### src/rtl/clkstop_pkg.sv
`timescale 1ns/1ps
package clkstop_pkg;
  // reference cycles per output period
  localparam int unsigned CPU_TICKS = 2;
  localparam int unsigned PCI_TICKS = 4;

  // width of a down-counter that must hold the value n
  function automatic int unsigned cnt_bits(input int unsigned n);
    return (n < 2) ? 1 : $clog2(n + 1);
  endfunction
endpackage

### src/rtl/cks_sync.sv
`timescale 1ns/1ps
module cks_sync #(
  parameter logic RST_VAL = 1'b1
) (
  input  logic clk,
  input  logic rst_n,
  input  logic d,
  output logic q
);
  logic meta_q, sync_q;

  always_ff @(posedge clk or negedge rst_n) begin
    if (!rst_n) begin
      meta_q <= RST_VAL;
      sync_q <= RST_VAL;
    end else begin
      meta_q <= d;
      sync_q <= meta_q;
    end
  end

  assign q = sync_q;
endmodule

### src/rtl/cks_phase.sv
`timescale 1ns/1ps
module cks_phase (
  input  logic clk,
  input  logic rst_n,
  output logic cpu_ph_nxt,
  output logic pci_ph_nxt
);
  logic [1:0] div_q, div_d;

  always_comb begin
    div_d      = div_q + 2'd1;
    cpu_ph_nxt = div_d[0];
    pci_ph_nxt = div_d[0] ^ div_d[1];
  end

  always_ff @(posedge clk or negedge rst_n) begin
    if (!rst_n) div_q <= 2'd0;
    else        div_q <= div_d;
  end
endmodule

### src/rtl/cks_gate.sv
`timescale 1ns/1ps
module cks_gate #(
  parameter int unsigned WIDTH = 4,
  parameter int unsigned HOLD  = 0
) (
  input  logic             clk,
  input  logic             rst_n,
  input  logic             ph_nxt,
  input  logic             stop_req,
  input  logic [WIDTH-1:0] en,
  output logic [WIDTH-1:0] clk_out
);
  localparam int unsigned CW = clkstop_pkg::cnt_bits(HOLD);
  localparam logic [CW-1:0] HOLD_V = CW'(HOLD);
  localparam logic [CW-1:0] ONE_V  = CW'(1);

  logic             upd, turn_on;
  logic             run_q, run_d;
  logic [CW-1:0]    hold_q, hold_d;
  logic [WIDTH-1:0] gate_q, gate_d;
  logic [WIDTH-1:0] out_q, out_d;

  // updates only where the output goes or stays low
  always_comb begin
    upd   = ~ph_nxt;
    run_d = run_q;
    if (upd) begin
      if (!run_q && !stop_req)
        run_d = 1'b1;
      else if (run_q && stop_req && hold_q == '0)
        run_d = 1'b0;
    end
    turn_on = run_d & ~run_q;
    hold_d  = hold_q;
    if (turn_on)
      hold_d = HOLD_V;
    else if (hold_q != '0)
      hold_d = hold_q - ONE_V;
    gate_d = en & {WIDTH{run_d}};
  end

  always_comb begin
    for (int i = 0; i < WIDTH; i++)
      out_d[i] = ph_nxt & (upd ? gate_d[i] : gate_q[i]);
  end

  always_ff @(posedge clk or negedge rst_n) begin
    if (!rst_n) begin
      run_q  <= 1'b1;
      hold_q <= '0;
      out_q  <= '0;
    end else begin
      run_q  <= run_d;
      hold_q <= hold_d;
      out_q  <= out_d;
    end
  end

  always_ff @(posedge clk or negedge rst_n) begin
    if (!rst_n)   gate_q <= '0;
    else if (upd) gate_q <= gate_d;
  end

  assign clk_out = out_q;
endmodule

### src/rtl/clkstop_gate.sv
`timescale 1ns/1ps
module clkstop_gate #(
  parameter int unsigned N_CPU      = 4,
  parameter int unsigned N_PCI      = 6,
  parameter int unsigned N_AUX      = 2,
  parameter int unsigned MIN_CPU_ON = 100,
  parameter int unsigned MIN_PCI_ON = 10
) (
  input  logic             clk_ref,
  input  logic             rst_n,
  input  logic             stop_cpu_n,
  input  logic             stop_pci_n,
  input  logic             strap_mode,
  input  logic [N_CPU-1:0] cpu_en,
  input  logic [N_PCI-1:0] pci_en,
  input  logic             pci_free_en,
  input  logic [N_AUX-1:0] aux_en,
  output logic [N_CPU-1:0] cpu_clk,
  output logic [N_PCI-1:0] pci_clk,
  output logic             pci_free_clk,
  output logic [N_AUX-1:0] aux_clk
);
  localparam int unsigned CPU_HOLD = clkstop_pkg::CPU_TICKS * MIN_CPU_ON;
  localparam int unsigned PCI_HOLD = clkstop_pkg::PCI_TICKS * MIN_PCI_ON;

  logic cpu_pin_s, pci_pin_s;
  logic cpu_ph_nxt, pci_ph_nxt;
  logic cpu_stop, pci_stop, aux_off;
  logic [0:0] free_out;

  cks_sync #(.RST_VAL(1'b1)) u_sync_cpu (
    .clk(clk_ref), .rst_n(rst_n), .d(stop_cpu_n), .q(cpu_pin_s));
  cks_sync #(.RST_VAL(1'b1)) u_sync_pci (
    .clk(clk_ref), .rst_n(rst_n), .d(stop_pci_n), .q(pci_pin_s));

  cks_phase u_phase (
    .clk(clk_ref), .rst_n(rst_n),
    .cpu_ph_nxt(cpu_ph_nxt), .pci_ph_nxt(pci_ph_nxt));

  always_comb begin
    cpu_stop = ~cpu_pin_s & ~strap_mode;
    pci_stop = ~pci_pin_s & ~strap_mode;
    aux_off  = ~strap_mode;
  end

  cks_gate #(.WIDTH(N_CPU), .HOLD(CPU_HOLD)) u_cpu (
    .clk(clk_ref), .rst_n(rst_n), .ph_nxt(cpu_ph_nxt),
    .stop_req(cpu_stop), .en(cpu_en), .clk_out(cpu_clk));

  cks_gate #(.WIDTH(N_PCI), .HOLD(PCI_HOLD)) u_pci (
    .clk(clk_ref), .rst_n(rst_n), .ph_nxt(pci_ph_nxt),
    .stop_req(pci_stop), .en(pci_en), .clk_out(pci_clk));

  cks_gate #(.WIDTH(1), .HOLD(0)) u_free (
    .clk(clk_ref), .rst_n(rst_n), .ph_nxt(pci_ph_nxt),
    .stop_req(1'b0), .en(pci_free_en), .clk_out(free_out));

  cks_gate #(.WIDTH(N_AUX), .HOLD(0)) u_aux (
    .clk(clk_ref), .rst_n(rst_n), .ph_nxt(cpu_ph_nxt),
    .stop_req(aux_off), .en(aux_en), .clk_out(aux_clk));

  assign pci_free_clk = free_out[0];
endmodule

### config.mk
export PLATFORM = sky130hd
export DESIGN_NAME = clkstop_gate
export DESIGN_NICKNAME = d
export VERILOG_FILES = /design/src/rtl/clkstop_pkg.sv /design/src/rtl/cks_sync.sv /design/src/rtl/cks_phase.sv /design/src/rtl/cks_gate.sv /design/src/rtl/clkstop_gate.sv
export SDC_FILE = /design/constraint.sdc
export NUM_CORES = 1
export LEC_CHECK = 0
export ABC_AREA = 1
export BUFFER_PORTS_ARGS = -buffer_cell sky130_fd_sc_hd__buf_2
export CORE_UTILIZATION = 40
export DETAILED_ROUTE_END_ITERATION = 12
export GPL_ROUTABILITY_DRIVEN = 0
export SLEW_MARGIN = 10
export SYNTH_ARGS = -nofsm -noshare
export SYNTH_HDL_FRONTEND = slang
export SYNTH_SLANG_ARGS = --single-unit
### constraint.sdc
create_clock -name clk_ref -period 3.2 [get_ports clk_ref]
set_clock_uncertainty 0.15 [all_clocks]
set_input_delay 0.32 -clock clk_ref [delete_from_list [all_inputs] [get_ports clk_ref]]
set_output_delay 0.32 -clock clk_ref [all_outputs]
set_load 0.005 [all_outputs]
After elaboration in Yosys (flattened, before gate mapping)
Index checks and enable logic that the tools add are counted.

operators by class
  add/sub/neg operators = 4
  multiplexer cells = 29
  bitwise operators = 30
  reduce and logical (&&, ||, !) cells = 20

operator list
  operator                                          number
  two-way mux 1 bit                                 25
  AND 1 bit                                         19
  two-way mux 8 bit                                 2
  two-way mux 6 bit                                 2
  logical AND 1 bit                                 9
  zero test 8 bit                                   1
  nonzero test 8 bit                                1
  subtractor 8 x 1 -> 8 bit, second input constant  1
  NOT 1 bit                                         7
  AND 6 bit                                         1
  zero test 6 bit                                   1
  nonzero test 6 bit                                1
  subtractor 6 x 1 -> 6 bit, second input constant  1
  zero test 1 bit                                   5
  AND 4 bit                                         1
  nonzero test 2 bit                                2
  adder 2 x 1 -> 2 bit, second input constant       1
  AND 2 bit                                         1
  subtractor 1 bit, second input constant           1
  XOR 1 bit                                         1

word-level totals
  flip-flop bits (word level) = 51
  output and inout port bits = 13
  word-level logic and storage cells = 103

Logic depth before layout (Yosys ltp)
  word-level depth = 10
  gate-level depth with buffers = 9
  gate-level depth less buffers = 9

Modules after synthesis
From an unflattened synthesis, not the netlist that was laid out.

second synthesis, totals
  cells, all modules = 232
  area total of the unflattened synthesis = 2,053.2 um2

by module, submodules not included
  module             times used  cells each  area each (um2)
  cks_gate (u_pci)   1           96          833.3
  cks_gate (u_cpu)   1           101         825.8
  cks_gate (u_aux)   1           13          136.4
  cks_sync           2           2           52.6
  cks_gate (u_free)  1           7           68.8
  cks_phase          1           7           68.8
  clkstop_gate       1           4           15.0

Least setup slack after synthesis
No wires, ideal clock.

  kind = register to register
  start point = register u_cpu.hold_q[0]
  end point = register u_cpu.hold_q[7]
  setup time = 0.113 ns
  data arrival time = 1.262 ns
  slack = 1.675 ns
  cell stages (with the launch flop) = 10
  cell sequence = dfrtp_1 -> inv_1 -> ha_1 -> inv_2 -> nor2_4 -> nand2_4 -> nor2_8 -> inv_4 -> nand2_1 -> inv_1

between the ends
  cells in the longest elaborated chain, start to end = 7
  elaborated cells on any way between the ends = 11
  classes of those cells = add/sub (1); mux (5); bitwise (1); reduce/logical (4)

ends and longest elaborated chain
  element                                                         line            text
  start: declaration                                              cks_gate.sv:19  logic [CW-1:0] hold_q, hold_d;
  start signal: assignment                                        cks_gate.sv:54  hold_q <= hold_d;
  zero test 8 bit                                                 cks_gate.sv:30  else if (run_q && stop_req && hold_q == '0)
  logical AND 1 bit                                               cks_gate.sv:30
  two-way mux 1 bit                                               cks_gate.sv:30
  two-way mux 1 bit                                               cks_gate.sv:28  if (!run_q && !stop_req)
  two-way mux 1 bit                                               cks_gate.sv:27  if (upd) begin
  AND 1 bit                                                       cks_gate.sv:33  turn_on = run_d & ~run_q;
  two-way mux 8 bit / nonzero test 2 bit (equally long branches)  --

Several ways; a longest one is shown, not always the timed one. The select of a mux whose other input is x is not followed.
A chain may end at the register's enable or synchronous reset.

Final worst setup path
Same ends and word-level chain as after synthesis.

==> flow_metrics.env <==
export IMPL_final_min_period_over_clock_period=0.5096
export IMPL_timing_rr_start="u_cpu.hold_q[0]$_DFFE_PN0P_"
export IMPL_timing_reg2reg_setup_slack_ps=1570
export IMPL_detailroute_via_count=1375
export IMPL_vdd_ir_drop_max_v=0.0003198
export IMPL_fp_coreArea_mm2=0.004786
export IMPL_maximum_level_of_the_cts_h_tree=2
export IMPL_rsz0062_at_grt="no"
export IMPL_leakagePower_nw=1.326
export IMPL_dr_first_iter_drc_count=86
export IMPL_simple_gate_share_of_the_synthesized_area=0.2365
export IMPL_synth_yosys_warnings=0
export IMPL_worst_path_max_fanout=6
export IMPL_ff2ff_path_depth=9
export IMPL_cap_viol_max_count=0
export IMPL_grt_usage=0.1453
export IMPL_number_of_synthesized_flops_with_an_enable_pin=0
export IMPL_achievable_frequency_mhz=613.3
export IMPL_r2r_end="u_cpu.hold_q[7]$_DFFE_PN0P_"
export IMPL_cts_clk_slew_worst_paths_ps=80
export IMPL_netlist_top_cells_area="sky130_fd_sc_hd__dfrtp_1 (52%), sky130_fd_sc_hd__nand2_1 (11%), sky130_fd_sc_hd__dfstp_2 (7.8%), sky130_fd_sc_hd__inv_1 (7.5%), sky130_fd_sc_hd__nor2_1 (2.8%)"
export IMPL_postCtsSetupRepairBufs=0
export IMPL_detailed_place_area_mm2=0.002235
export IMPL_ios=31
export IMPL_power_density_mw_per_mm2=578.3
export IMPL_critical_path_endpoint_type="flip-flop"
export IMPL_synth_yosys_seq_area_share=0.6011
export IMPL_required_ps=3250
export IMPL_ctsResizeCount=0
export IMPL_placement_io_buffers=30
export IMPL_synth_seq_cells=48
export IMPL_die_height_um=72.90
export IMPL_synth_top_area_share=0.5227
export IMPL_final_cell_area_mm2=0.002387
export IMPL_global_route_wire_length_before_repair_um=5796
export IMPL_avgRoutedWirePerCell_um=10.36
export IMPL_startpoint="u_cpu.hold_q[0]$_DFFE_PN0P_"
export IMPL_fin_tns_setup_ps=0
export IMPL_cts_root_to_sink_buffers=2
export IMPL_netlist_area_mm2=0.002011
export IMPL_timing_slew_headroom=0.3147
export IMPL_hpwl_um=2313
export IMPL_final_hold_viols=0
export IMPL_outcome="finished, final reports clean"
export IMPL_worst_skew_pair_late_latency_ps=300
export IMPL_final_setup_violations=0
export IMPL_synth_common_cells="sky130_fd_sc_hd__nand2_1 (59), sky130_fd_sc_hd__dfrtp_1 (42), sky130_fd_sc_hd__inv_1 (40)"
export IMPL_area_growth_syn_to_layout_pct=18.73
export IMPL_synth_top_flop_cell="sky130_fd_sc_hd__dfrtp_1"
export IMPL_asyncSetResetFlopFracSynth=1.000
export IMPL_tightest_slew_ps=1028
export IMPL_worst_ep_arrival_time_ps=1680
export IMPL_p_total_mw=1.381
export IMPL_number_of_slew_limit_violations_in_the_final_report=0
export IMPL_timing_hold_worst_class="input pin to asynchronous set/reset pin"
export IMPL_synthCells=215
export IMPL_holdWs_ps=48.22
export IMPL_tritoncts="done"
export IMPL_row_count=25
export IMPL_ant_nets=0
export IMPL_drive_gt1_frac=0.2332
export IMPL_syn_nets=235
export IMPL_final_layout_fill_cell_count=471
export IMPL_floorplan_die_width_um=72.90
export IMPL_synthMuxAreaShare=0
export IMPL_final_min_clock_period_ps=1631
export IMPL_grt_max_degree=49
export IMPL_avgSynthCellArea_um2=9.352
export IMPL_startpoint_type="flip-flop"
export IMPL_antenna_diode_count=0
export IMPL_tritoncts_num_buffers=5
export IMPL_drt_pass1_iter_count=4
export IMPL_floorplan_die_area_mm2=0.005314
export IMPL_synth_largest_area_cell="sky130_fd_sc_hd__dfrtp_1"
export IMPL_final_net_count=272
export IMPL_crit_type="flip-flop to flip-flop"
export IMPL_cts_sink_count=48
export IMPL_dominant_cell_by_count_in_the_synthesized_netlist="sky130_fd_sc_hd__nand2_1"
export IMPL_initial_core_utilization=0.4201
export IMPL_post_route_drc_count=0
export IMPL_detail_route_vias_per_cell=4.297
export IMPL_synth_xor_area_share=0.008712
export IMPL_postLayoutCoreUtil=0.4988
export IMPL_cts_root_buffer="sky130_fd_sc_hd__clkbuf_8"
export IMPL_synth_adder_area_share=0.01245
export IMPL_via_count_of_the_first_global_routing_pass=1362
export IMPL_antenna_found_initial=0
export IMPL_largest_family_of_logic_cells_by_synthesized_area="simple AND/OR/NAND/NOR gates"
export IMPL_synthDistinctLibCells=30
export IMPL_postRouteWirelength_um=3316
export IMPL_synth_compound_gate_area_share=0.05103
export IMPL_globalRoute_totalOverflow=0
-- repair_timing --
| item | in CTS | in global routing |
|---|---|---|
| hold buffers | 2 | 0 |
| endpoints found under the setup margin | 0 | 0 |
| hold endpoints to repair | 2 | 0 |
-- state kept, by name, indices dropped and copies added, names as in the netlist, 2 cells and up, named ones only --
name           cells
u_cpu.gate_q       4
u_pci.hold_q       6
u_phase.div_q      2
u_pci.gate_q       6
u_pci.clk_out      6
u_aux.clk_out      2
u_cpu.hold_q       8
u_aux.gate_q       2
u_cpu.clk_out      4
-- placed cells by master, fill, tap and decap left out --
cell type	netlist	final
sky130_fd_sc_hd__nand2_2	1	1
sky130_fd_sc_hd__ha_1	2	2
sky130_fd_sc_hd__a31o_2	2	2
sky130_fd_sc_hd__nand2_4	2	2
sky130_fd_sc_hd__clkbuf_8	0	5
sky130_fd_sc_hd__dlygate4sd3_1	0	2
sky130_fd_sc_hd__a21oi_1	4	4
sky130_fd_sc_hd__nand2_1	59	59
sky130_fd_sc_hd__nor2_2	1	1
sky130_fd_sc_hd__bufinv_16	0	2
sky130_fd_sc_hd__inv_1	40	40
sky130_fd_sc_hd__nor2_8	2	2
sky130_fd_sc_hd__dfstp_2	6	6
sky130_fd_sc_hd__o21ai_2	2	2
sky130_fd_sc_hd__xor2_1	1	1
sky130_fd_sc_hd__o31ai_1	1	1
sky130_fd_sc_hd__nand3b_1	2	2
sky130_fd_sc_hd__nand3_1	11	11
sky130_fd_sc_hd__or2_2	1	1
sky130_fd_sc_hd__or2_1	2	2
sky130_fd_sc_hd__buf_2	2	30
sky130_fd_sc_hd__o21ai_0	3	3
sky130_fd_sc_hd__nor2_1	15	15
sky130_fd_sc_hd__nor2_4	1	1
sky130_fd_sc_hd__nor3_1	2	2
sky130_fd_sc_hd__dfrtp_1	42	42
sky130_fd_sc_hd__inv_2	1	1
sky130_fd_sc_hd__clkbuf_1	0	1
sky130_fd_sc_hd__inv_4	2	2
sky130_fd_sc_hd__nand4_1	2	2
sky130_fd_sc_hd__xnor2_1	1	1
sky130_fd_sc_hd__o211ai_1	2	2
sky130_fd_sc_hd__clkinv_2	1	1
sky130_fd_sc_hd__o21ai_1	2	2
-- kinds of logic (layout without fill, tap and decap cells) --
logic type / after synthesis / after routing
AND/OR/NAND/NOR: 101 / 101
adder cells (fa/ha/maj): 2 / 2
XOR/XNOR: 2 / 2
buffers and inverters: 46 / 84
flip-flops: 48 / 48
AO/OA/AOI/OAI: 16 / 16
-- through the flow --
step / setup slack (ps) / instances
after CTS: 1553 / 320
after floorplan: 1675 / 215
after global placement: 1590 / 310
after detailed placement: 1571 / 310
final: 1569 / 320
after global routing: 1436 / 320
-- worst max-delay path by stage --
stage | end | slack [ps]
floorplan | u_cpu.hold_q[7]$_DFFE_PN0P_ | 1680
global placement | u_cpu.hold_q[7]$_DFFE_PN0P_ | 1590
detailed placement | u_cpu.hold_q[7]$_DFFE_PN0P_ | 1570
CTS | u_cpu.hold_q[7]$_DFFE_PN0P_ | 1550
finish | u_cpu.hold_q[7]$_DFFE_PN0P_ | 1570
global route | u_cpu.gate_q[3]$_DFFE_PN0P_ | 1440
-- per-layer routing --
metal	wire, um	global-route usage	share of wire
met1	1582	0.1806	0.48
met2	1521	0.2285	0.46
met3	151	0.04420	0.046
met4	61	0.07625	0.018
met5	0	0	0
-- critical path, stage by stage (launching register included) --
cell                      delay, ps
sky130_fd_sc_hd__dfrtp_1        360
sky130_fd_sc_hd__inv_1          150
sky130_fd_sc_hd__ha_1           280
sky130_fd_sc_hd__inv_2           80
sky130_fd_sc_hd__nor2_4         130
sky130_fd_sc_hd__nand2_4        100
sky130_fd_sc_hd__nor2_8         140
sky130_fd_sc_hd__inv_4           50
sky130_fd_sc_hd__nand2_1         60
sky130_fd_sc_hd__inv_1           30
-- report_power, final --
| part | internal (mW) | total, mW | leakage, nW | switching (mW) |
|---|---|---|---|---|
| Combinational | 0.0749 | 0.171 | 0.695 | 0.0965 |
| Clock | 0.312 | 0.507 | 0.0654 | 0.195 |
| Sequential | 0.669 | 0.702 | 0.566 | 0.0331 |
-- cell type report --
cell class | instances | area, um2 | area share
clock inverters | 2 | 60.06 | 0.02516
multi-input cells | 121 | 620.6 | 0.2600
clock buffers | 6 | 72.57 | 0.03040
inverters | 44 | 171.4 | 0.07180
well taps | 67 | 83.83 | 0.03512
flip-flops and latches | 48 | 1209 | 0.5063
repair buffers | 32 | 170.2 | 0.07128
Note: power is estimated with default switching activity, not from simulation.
